## src/rtl/pcs_pkg.sv

```systemverilog
package pcs_pkg;
    typedef enum logic [2:0] {
        CMD_NOP = 3'd0,
        CMD_ACT = 3'd1,
        CMD_RD  = 3'd2,
        CMD_WR  = 3'd3,
        CMD_PRE = 3'd4,
        CMD_REF = 3'd5
    } cmd_kind_e;
endpackage

```

## src/rtl/pcs_fifo.sv

```systemverilog
module pcs_fifo #(
    parameter int W     = 8,
    parameter int DEPTH = 2
) (
    input  logic         clk,
    input  logic         rst_n,
    input  logic         push,
    input  logic [W-1:0] din,
    input  logic         pop,
    output logic [W-1:0] dout,
    output logic         empty,
    output logic         full
);
    localparam int AW = (DEPTH > 1) ? $clog2(DEPTH) : 1;
    localparam int CW = $clog2(DEPTH + 1);

    typedef struct packed {
        logic [DEPTH-1:0][W-1:0] mem;
        logic [AW-1:0]           rd;
        logic [AW-1:0]           wr;
        logic [CW-1:0]           cnt;
    } fifo_st_t;

    fifo_st_t st_d, st_q;

    always_comb begin
        st_d = st_q;
        if (push) begin
            st_d.mem[st_q.wr] = din;
            st_d.wr = (st_q.wr == AW'(DEPTH - 1)) ? '0 : st_q.wr + AW'(1);
        end
        if (pop) begin
            st_d.rd = (st_q.rd == AW'(DEPTH - 1)) ? '0 : st_q.rd + AW'(1);
        end
        if (push && !pop) begin
            st_d.cnt = st_q.cnt + CW'(1);
        end else if (pop && !push) begin
            st_d.cnt = st_q.cnt - CW'(1);
        end
    end

    always_ff @(posedge clk) begin
        if (!rst_n) begin
            st_q <= '0;
        end else begin
            st_q <= st_d;
        end
    end

    assign dout  = st_q.mem[st_q.rd];
    assign empty = (st_q.cnt == '0);
    assign full  = (st_q.cnt == CW'(DEPTH));


    no_overflow_chk: assert property (@(posedge clk) disable iff (!rst_n)
        push |-> !full);

    no_underflow_chk: assert property (@(posedge clk) disable iff (!rst_n)
        pop |-> !empty);
endmodule

```

## src/rtl/pcs_chan.sv

```systemverilog
module pcs_chan
    import pcs_pkg::*;
#(
    parameter int NBANK  = 4,
    parameter int BANKW  = 2,
    parameter int ROWW   = 8,
    parameter int COLW   = 6,
    parameter int TRCD   = 3,
    parameter int TRAS   = 8,
    parameter int TRP    = 3,
    parameter int QDEPTH = 2
) (
    input  logic             clk,
    input  logic             rst_n,
    input  logic             in_valid,
    output logic             in_ready,
    input  logic             in_write,
    input  logic [BANKW-1:0] in_bank,
    input  logic [ROWW-1:0]  in_row,
    input  logic [COLW-1:0]  in_col,
    input  logic             hold,
    input  logic             col_ok,
    output logic             want,
    output cmd_kind_e        want_kind,
    output logic [BANKW-1:0] want_bank,
    output logic [ROWW-1:0]  want_row,
    output logic [COLW-1:0]  want_col,
    input  logic             grant,
    output logic             all_idle
);
    localparam int REQW = 1 + BANKW + ROWW + COLW;
    localparam int TMAX = (TRAS > TRCD) ? ((TRAS > TRP) ? TRAS : TRP)
                                        : ((TRCD > TRP) ? TRCD : TRP);
    localparam int TW   = $clog2(TMAX + 1);

    typedef struct packed {
        logic [NBANK-1:0]           open;
        logic [NBANK-1:0][ROWW-1:0] row;
        logic [NBANK-1:0][TW-1:0]   rcd;
        logic [NBANK-1:0][TW-1:0]   ras;
        logic [NBANK-1:0][TW-1:0]   rp;
    } bank_st_t;

    bank_st_t st_d, st_q;

    logic [REQW-1:0]  head;
    logic             q_empty, q_full, q_push, q_pop;
    logic             h_write;
    logic [BANKW-1:0] h_bank;
    logic [ROWW-1:0]  h_row;
    logic [COLW-1:0]  h_col;
    logic             is_col;

    assign {h_write, h_bank, h_row, h_col} = head;
    assign in_ready = !q_full;
    assign q_push   = in_valid && !q_full;
    assign is_col   = (want_kind == CMD_RD) || (want_kind == CMD_WR);
    assign q_pop    = grant && is_col;

    pcs_fifo #(.W(REQW), .DEPTH(QDEPTH)) u_queue (
        .clk   (clk),
        .rst_n (rst_n),
        .push  (q_push),
        .din   ({in_write, in_bank, in_row, in_col}),
        .pop   (q_pop),
        .dout  (head),
        .empty (q_empty),
        .full  (q_full)
    );

    // command selection for this pseudo-channel
    always_comb begin
        want      = 1'b0;
        want_kind = CMD_NOP;
        want_bank = h_bank;
        want_row  = h_row;
        want_col  = h_col;
        if (hold) begin
            // refresh pending: close banks, lowest index first
            for (int b = NBANK - 1; b >= 0; b--) begin
                if (st_q.open[b] && (st_q.ras[b] == '0)) begin
                    want      = 1'b1;
                    want_kind = CMD_PRE;
                    want_bank = BANKW'(b);
                end
            end
        end else if (!q_empty) begin
            if (st_q.open[h_bank]) begin
                if (st_q.row[h_bank] == h_row) begin
                    if ((st_q.rcd[h_bank] == '0) && col_ok) begin
                        want      = 1'b1;
                        want_kind = h_write ? CMD_WR : CMD_RD;
                    end
                end else if (st_q.ras[h_bank] == '0) begin
                    want      = 1'b1;
                    want_kind = CMD_PRE;
                end
            end else if (st_q.rp[h_bank] == '0) begin
                want      = 1'b1;
                want_kind = CMD_ACT;
            end
        end
    end

    // bank state update
    always_comb begin
        st_d = st_q;
        for (int b = 0; b < NBANK; b++) begin
            if (st_q.rcd[b] != '0) st_d.rcd[b] = st_q.rcd[b] - TW'(1);
            if (st_q.ras[b] != '0) st_d.ras[b] = st_q.ras[b] - TW'(1);
            if (st_q.rp[b]  != '0) st_d.rp[b]  = st_q.rp[b]  - TW'(1);
        end
        if (grant) begin
            if (want_kind == CMD_ACT) begin
                st_d.open[want_bank] = 1'b1;
                st_d.row[want_bank]  = want_row;
                st_d.rcd[want_bank]  = TW'(TRCD - 1);
                st_d.ras[want_bank]  = TW'(TRAS - 1);
            end else if (want_kind == CMD_PRE) begin
                st_d.open[want_bank] = 1'b0;
                st_d.rp[want_bank]   = TW'(TRP - 1);
            end
        end
    end

    always_ff @(posedge clk) begin
        if (!rst_n) begin
            st_q <= '0;
        end else begin
            st_q <= st_d;
        end
    end

    assign all_idle = (st_q.open == '0) && (st_q.rp == '0);


    rcd_met_chk: assert property (@(posedge clk) disable iff (!rst_n)
        (grant && is_col) |-> (st_q.open[want_bank] && (st_q.rcd[want_bank] == '0)
                               && (st_q.row[want_bank] == want_row)));

    ras_met_chk: assert property (@(posedge clk) disable iff (!rst_n)
        (grant && want_kind == CMD_PRE) |-> (st_q.open[want_bank] && (st_q.ras[want_bank] == '0)));

    rp_met_chk: assert property (@(posedge clk) disable iff (!rst_n)
        (grant && want_kind == CMD_ACT) |-> (!st_q.open[want_bank] && (st_q.rp[want_bank] == '0)));

    act_opens_chk: assert property (@(posedge clk) disable iff (!rst_n)
        (grant && want_kind == CMD_ACT) |=> st_q.open[$past(want_bank)]);
endmodule

```

## src/rtl/pc_cmd_sched.sv

```systemverilog
module pc_cmd_sched
    import pcs_pkg::*;
#(
    parameter int NBANK   = 4,
    parameter int BANKW   = (NBANK > 1) ? $clog2(NBANK) : 1,
    parameter int ROWW    = 8,
    parameter int COLW    = 6,
    parameter int TRCD    = 3,
    parameter int TRAS    = 8,
    parameter int TRP     = 3,
    parameter int TRFC    = 20,
    parameter int TREFI   = 300,
    parameter int THR_GAP = 4,
    parameter int QDEPTH  = 2
) (
    input  logic              clk,
    input  logic              rst_n,
    input  logic              throttle,
    input  logic [1:0]        req_valid,
    output logic [1:0]        req_ready,
    input  logic [1:0]        req_write,
    input  logic [2*BANKW-1:0] req_bank,
    input  logic [2*ROWW-1:0] req_row,
    input  logic [2*COLW-1:0] req_col,
    output logic              cmd_valid,
    output logic [2:0]        cmd_kind,
    output logic              cmd_pc,
    output logic [BANKW-1:0]  cmd_bank,
    output logic [ROWW-1:0]   cmd_row,
    output logic [COLW-1:0]   cmd_col
);
    localparam int NPC = 2;
    localparam int IW  = $clog2(TREFI);
    localparam int FW  = $clog2(TRFC + 1);
    localparam int GW  = $clog2(THR_GAP + 1);

    typedef struct packed {
        logic [IW-1:0] refi;
        logic          ref_pend;
        logic [FW-1:0] rfc;
        logic [GW-1:0] gap;
        logic          rr;
    } sched_st_t;

    sched_st_t st_d, st_q;

    logic [NPC-1:0]   want, grant, idle;
    cmd_kind_e        want_kind [NPC];
    logic [BANKW-1:0] want_bank [NPC];
    logic [ROWW-1:0]  want_row  [NPC];
    logic [COLW-1:0]  want_col  [NPC];
    logic             hold, col_ok, ref_fire, sel, col_issue;

    assign hold   = st_q.ref_pend || (st_q.rfc != '0);
    assign col_ok = !throttle || (st_q.gap >= GW'(THR_GAP));

    for (genvar p = 0; p < NPC; p++) begin : g_pc
        pcs_chan #(
            .NBANK(NBANK), .BANKW(BANKW), .ROWW(ROWW), .COLW(COLW),
            .TRCD(TRCD), .TRAS(TRAS), .TRP(TRP), .QDEPTH(QDEPTH)
        ) u_chan (
            .clk       (clk),
            .rst_n     (rst_n),
            .in_valid  (req_valid[p]),
            .in_ready  (req_ready[p]),
            .in_write  (req_write[p]),
            .in_bank   (req_bank[p*BANKW +: BANKW]),
            .in_row    (req_row[p*ROWW +: ROWW]),
            .in_col    (req_col[p*COLW +: COLW]),
            .hold      (hold),
            .col_ok    (col_ok),
            .want      (want[p]),
            .want_kind (want_kind[p]),
            .want_bank (want_bank[p]),
            .want_row  (want_row[p]),
            .want_col  (want_col[p]),
            .grant     (grant[p]),
            .all_idle  (idle[p])
        );
    end

    // bus arbitration: refresh first, then round-robin between pseudo-channels
    always_comb begin
        ref_fire = st_q.ref_pend && (st_q.rfc == '0) && (&idle);
        grant    = '0;
        sel      = (want == 2'b11) ? st_q.rr : want[1];
        if (!ref_fire) begin
            grant[sel] = want[sel];
        end
        col_issue = (|grant) && ((want_kind[sel] == CMD_RD) || (want_kind[sel] == CMD_WR));
    end

    always_comb begin
        cmd_valid = ref_fire || (|grant);
        cmd_kind  = ref_fire ? CMD_REF : ((|grant) ? want_kind[sel] : CMD_NOP);
        cmd_pc    = ref_fire ? 1'b0 : sel;
        cmd_bank  = ref_fire ? '0 : want_bank[sel];
        cmd_row   = ref_fire ? '0 : want_row[sel];
        cmd_col   = ref_fire ? '0 : want_col[sel];
    end

    always_comb begin
        st_d = st_q;
        if (st_q.rfc != '0) st_d.rfc = st_q.rfc - FW'(1);
        if (st_q.gap < GW'(THR_GAP)) st_d.gap = st_q.gap + GW'(1);
        if (col_issue) st_d.gap = GW'(1);
        if (|grant) st_d.rr = ~sel;
        if (ref_fire) begin
            st_d.ref_pend = 1'b0;
            st_d.rfc      = FW'(TRFC - 1);
        end
        if (st_q.refi == IW'(TREFI - 1)) begin
            st_d.refi     = '0;
            st_d.ref_pend = 1'b1;
        end else begin
            st_d.refi = st_q.refi + IW'(1);
        end
    end

    always_ff @(posedge clk) begin
        if (!rst_n) begin
            st_q     <= '0;
            st_q.gap <= GW'(THR_GAP);
        end else begin
            st_q <= st_d;
        end
    end


    one_source_chk: assert property (@(posedge clk) disable iff (!rst_n)
        $onehot0({grant, ref_fire}));

    rr_alternate_chk: assert property (@(posedge clk) disable iff (!rst_n)
        ((want == 2'b11) && !ref_fire) ##1 ((want == 2'b11) && !ref_fire) |-> (grant != $past(grant)));

    ref_idle_chk: assert property (@(posedge clk) disable iff (!rst_n)
        (cmd_valid && cmd_kind == CMD_REF) |-> (&idle));

    rfc_quiet_chk: assert property (@(posedge clk) disable iff (!rst_n)
        (st_q.rfc != '0) |-> !cmd_valid);

    if (THR_GAP > 1) begin : g_thr_chk
        throttle_gap_chk: assert property (@(posedge clk) disable iff (!rst_n)
            col_issue ##1 throttle |-> !col_issue);
    end
endmodule

```

## config.mk

```make
export PLATFORM = sky130hd
export DESIGN_NAME = pc_cmd_sched
export DESIGN_NICKNAME = d
export VERILOG_FILES = /design/src/rtl/pcs_pkg.sv /design/src/rtl/pcs_fifo.sv /design/src/rtl/pcs_chan.sv /design/src/rtl/pc_cmd_sched.sv
export SDC_FILE = /design/constraint.sdc
export NUM_CORES = 1
export LEC_CHECK = 0
export ABC_CLOCK_PERIOD_IN_PS = 8400
export BUFFER_PORTS_ARGS = -buffer_cell sky130_fd_sc_hd__buf_4
export CAP_MARGIN = 20
export CORE_UTILIZATION = 55
export DETAILED_ROUTE_END_ITERATION = 6
export GPL_TIMING_DRIVEN = 0
export PLACE_DENSITY = 0.72
export SLEW_MARGIN = 20
export SYNTH_ARGS = -nofsm -noshare
export SYNTH_HDL_FRONTEND = slang
export SYNTH_SLANG_ARGS = --single-unit
```

## constraint.sdc

```tcl
create_clock -name clk -period 8.4 [get_ports clk]
set_input_delay 0.84 -clock clk [delete_from_list [all_inputs] [get_ports clk]]
set_output_delay 0.84 -clock clk [all_outputs]
set_load 0.05 [all_outputs]
```

==> impl_metrics.json <==
{
  "die_width_um": 160,
  "groute.usage.overall_pct": 28.5,
  "synth_enable_flop_cells": 0,
  "synth-xor-area-share_pct": 2.86,
  "drt_pass1_iterations": 5,
  "synthCells": 1625,
  "cts_tree": "done",
  "timing.setup.tns_ns": 0,
  "timing_worst_slew_pin_value_ns": 0.908,
  "post-synth-top-count-cell": "sky130_fd_sc_hd__nand2_1",
  "switching_component_of_the_power_mw": 1.92,
  "fp_rows": 57,
  "clock-skew-final_ns": 0.0216,
  "grt_antenna_before_repair": 0,
  "critical_path_arrival_ns": 5.13,
  "ir_worst_vdd_mv": 0.299,
  "final_core_utilization_pct": 63.6,
  "post-route-period-util_pct": 71.1,
  "postCtsResizedCells": 0,
  "worstSetupEndpointType": "primary output",
  "mappedNetlistNets": 1697,
  "hold_fix_buffers_at_cts": 0,
  "netlist_top_cells_count": "330 x sky130_fd_sc_hd__nand2_1, 263 x sky130_fd_sc_hd__dfxtp_1, 106 x sky130_fd_sc_hd__mux2i_1, 90 x sky130_fd_sc_hd__nor2_1, 74 x sky130_fd_sc_hd__a21boi_0",
  "timing.critical_path.fanout_max": 10,
  "nNetsFinal": 1789,
  "clock_insertion_delay_worst_skew_ns": 0.56,
  "clock_transition_at_the_register_clock_pins_on_the_worst_setup_and_hold_paths_after_cts_ns": 0.06,
  "via_count": 12100,
  "grt_start_max_net_pins": 15,
  "combinationalPowerShare_pct": 40.9,
  "post_drt_wl_per_cell_um": 17.9,
  "drc_errors": 0,
  "worstSetupPathType": "flop to primary output",
  "place.detailed.hpwl_mm": 26.7,
  "power.share.clock_pct": 24.7,
  "die_height_um": 160,
  "synth-seq-area-share_pct": 38.2,
  "synth_async_sr_flop_share_pct": 0,
  "timing.fmax_ghz": 0.168,
  "timing.final.crit_period_ns": 5.97,
  "power.total_mw": 4.93,
  "outcome": "finished, final reports clean",
  "stdcell_count": 2061,
  "p_int_mw": 3.00,
  "buffer_ports.inserted": 61,
  "total_leakage_power_nw": 5.92,
  "clock_tree.root_cell": "sky130_fd_sc_hd__clkbuf_16",
  "gp_routability_congestion": 0.888,
  "via_count_of_the_first_global_routing_pass": 11500,
  "floorplan.io_pins": 62,
  "cts-htree-levels": 1,
  "sequentialPowerShare_pct": 34.4,
  "critical_path_required_ns": 7.56,
  "sw_frac_of_total_pct": 39.0,
  "critPathSlowestCell": "sky130_fd_sc_hd__mux2i_1",
  "clk_path_buf_depth": 3,
  "netlist.area_leader.share_pct": 38.2,
  "synth_fa_ha_area_share_pct": 3.00,
  "finalSetupViolations": 0,
  "initialDrtViolationCount": 931,
  "post-cts-setup-buffers": 0,
  "final_max_slew_viol_count": 0,
  "dieArea_sq_um": 25700,
  "postRouteWirelength_mm": 36.8,
  "max_cap_viol_count": 0,
  "placed_cells_incl_taps": 2010,
  "global_route_wire_length_before_repair_mm": 59.2,
  "grt_overflow": 0,
  "drive_gt1_share_pct": 10.9,
  "num_cts_buffers": 29,
  "start_util_pct": 56.3,
  "ys_ff_latch": 263,
  "core-area_sq_um": 24500,
  "synth_simple_gate_area_share_pct": 22.0,
  "slew_headroom_pct": 39.4,
  "report.final.hold_viol_count": 0,
  "clock_sink_count": 263,
  "ys_dominant_reg_cell": "sky130_fd_sc_hd__dfxtp_1",
  "drt_antenna_net_count": 0,
  "worst_path_largest_cell_delay_ns": 0.68,
  "flow.area_growth_from_synthesis_pct": 12.9,
  "synth.cell_area_sq_um": 13800,
  "worst_hold_path_type": "flop to flop",
  "cp-start-kind": "flop",
  "synth_top_family_by_area": "simple AND/OR/NAND/NOR gates",
  "post_drt_via_cell_ratio": 5.88,
  "synth.area.mux_share_pct": 10.2,
  "power_dens_cells_nw_per_um2": 317,
  "synth_cell_type_count": 69,
  "crit_chain": "clkbuf_1 > mux2i_1 > clkbuf_1 > nand3b_1 > a221oi_1 > o31ai_1 > a21oi_1 > nand4_1 > and2_1 > buf_2 > nand2_1 > inv_1 > buf_4 > a211oi_1 > buf_4",
  "rsz0062_at_grt": "no",
  "synth_compound_area_share_pct": 19.2,
  "netlist_top_cells_area": "sky130_fd_sc_hd__dfxtp_1 38%, sky130_fd_sc_hd__nand2_1 9.0%, sky130_fd_sc_hd__mux2i_1 7.7%",
  "syn-mean-instance-area_sq_um": 8.48,
  "synth_warnings": 0,
  "synth_top_cell_by_area": "sky130_fd_sc_hd__dfxtp_1",
  "antenna-diode-count": 0
}
[cells in the final DEF (no fill, tap or decap), types with 8 or more instances in the layout]
| master | synthesis | routed |
|---|---|---|
| sky130_fd_sc_hd__a211oi_1 | 27 | 27 |
| sky130_fd_sc_hd__a21boi_0 | 74 | 74 |
| sky130_fd_sc_hd__a21oi_1 | 55 | 55 |
| sky130_fd_sc_hd__a221oi_1 | 10 | 10 |
| sky130_fd_sc_hd__a22o_1 | 19 | 19 |
| sky130_fd_sc_hd__and2_1 | 19 | 19 |
| sky130_fd_sc_hd__and3_1 | 9 | 9 |
| sky130_fd_sc_hd__buf_2 | 17 | 17 |
| sky130_fd_sc_hd__buf_4 | 9 | 70 |
| sky130_fd_sc_hd__clkbuf_1 | 60 | 66 |
| sky130_fd_sc_hd__clkbuf_16 | 0 | 29 |
| sky130_fd_sc_hd__clkbuf_8 | 0 | 8 |
| sky130_fd_sc_hd__dfxtp_1 | 263 | 263 |
| sky130_fd_sc_hd__ha_1 | 33 | 33 |
| sky130_fd_sc_hd__inv_1 | 63 | 63 |
| sky130_fd_sc_hd__mux2_2 | 23 | 23 |
| sky130_fd_sc_hd__mux2i_1 | 106 | 106 |
| sky130_fd_sc_hd__nand2_1 | 330 | 330 |
| sky130_fd_sc_hd__nand2b_1 | 12 | 12 |
| sky130_fd_sc_hd__nand3_1 | 18 | 18 |
| sky130_fd_sc_hd__nor2_1 | 90 | 90 |
| sky130_fd_sc_hd__nor2b_1 | 26 | 26 |
| sky130_fd_sc_hd__nor3_1 | 28 | 28 |
| sky130_fd_sc_hd__nor3b_1 | 36 | 36 |
| sky130_fd_sc_hd__nor4_1 | 16 | 16 |
| sky130_fd_sc_hd__o211ai_1 | 9 | 9 |
| sky130_fd_sc_hd__o21a_1 | 36 | 36 |
| sky130_fd_sc_hd__o21ai_0 | 28 | 28 |
| sky130_fd_sc_hd__o22ai_1 | 15 | 15 |
| sky130_fd_sc_hd__o2bb2ai_1 | 16 | 16 |
| sky130_fd_sc_hd__o31a_1 | 11 | 11 |
| sky130_fd_sc_hd__or2_2 | 8 | 8 |
| sky130_fd_sc_hd__or3_1 | 14 | 14 |
| sky130_fd_sc_hd__xnor2_1 | 38 | 38 |
[final timing paths]
| check | start | to | slack, ns | cells past startpoint |
|---|---|---|---|---|
| max reg2reg | g_pc[1].u_chan.u_queue.st_q[3] | g_pc[0].u_chan.u_queue.st_q[1] | 3.57 | 13 |
| min reg2reg | g_pc[0].u_chan.st_q[65] | g_pc[0].u_chan.st_q[65] | 0.46 | 2 |
| min | g_pc[0].u_chan.st_q[65] | g_pc[0].u_chan.st_q[65] | 0.46 | 2 |
| max | g_pc[0].u_chan.u_queue.st_q[18] | cmd_col[0] | 2.43 | 15 |
[stage by stage]
| step | hold slack (ns) | instance area (sq um) | worst slack, ns |
|---|---|---|---|
| after global routing | 0.475 | 15600 | 2.12 |
| after global placement | 0.441 | 14600 | 3.22 |
| final | 0.458 | 15600 | 2.43 |
| after detailed placement | 0.446 | 14600 | 3.15 |
| after CTS | 0.456 | 15600 | 2.51 |
| after floorplan | 0.427 | 13800 | 3.23 |
[critical path, delay by kind of cell (launching register included)]
family / cells / cell delay [ns]
flops: 1 / 0.35
compound gates: 4 / 1.24
buf+inv: 6 / 1.62
simple gates: 4 / 0.67
mux: 1 / 0.68
[cell type report]
cell class	count	area [sq um]
multi-input cells	1210	7880
well taps	324	405
flip-flops and latches	263	5270
plain buffers	89	397
inverters	63	236
clock inverters	8	50.0
clock buffers	43	858
fillers	2180	8910
repair buffers	61	458
[power by group through the flow]
stage / clock, mW / combinational, mW / sequential [mW]
after global placement: 0 / 1.93 / 1.70
after global routing: 1.28 / 2.24 / 1.73
after floorplan: 0 / 1.56 / 1.67
after CTS: 1.23 / 2.01 / 1.69
final: 1.22 / 2.01 / 1.70
after detailed placement: 0 / 1.99 / 1.71
[cells by family after synthesis]
kind of cell / count (synthesis)
xor gates and xnor gates: 45
DFF: 263
muxes: 133
AOI/OAI and AO/OA: 359
adders and majority gates: 33
and+or+nand+nor: 640
buffers and inverters: 152
[flip-flops by register name (all words and copies together) (netlist names), named ones only]
signal,cells
g_pc.u_chan.st_q,160
g_pc.u_chan.u_queue.st_q,76
st_q,19
[per-layer routing]
layer  wire, um  GRT usage (%)  vias to the layer above  share of wire [%]
met1      16700           38.6                     5736                 45
li1           -              -                     5893                  -
met5          0              0                        -                  0
met3       2840           4.55                       67                7.7
met4        866           7.75                        0                2.4
met2      16400           46.9                      420                 45
Power figures use the tool's default switching activity.
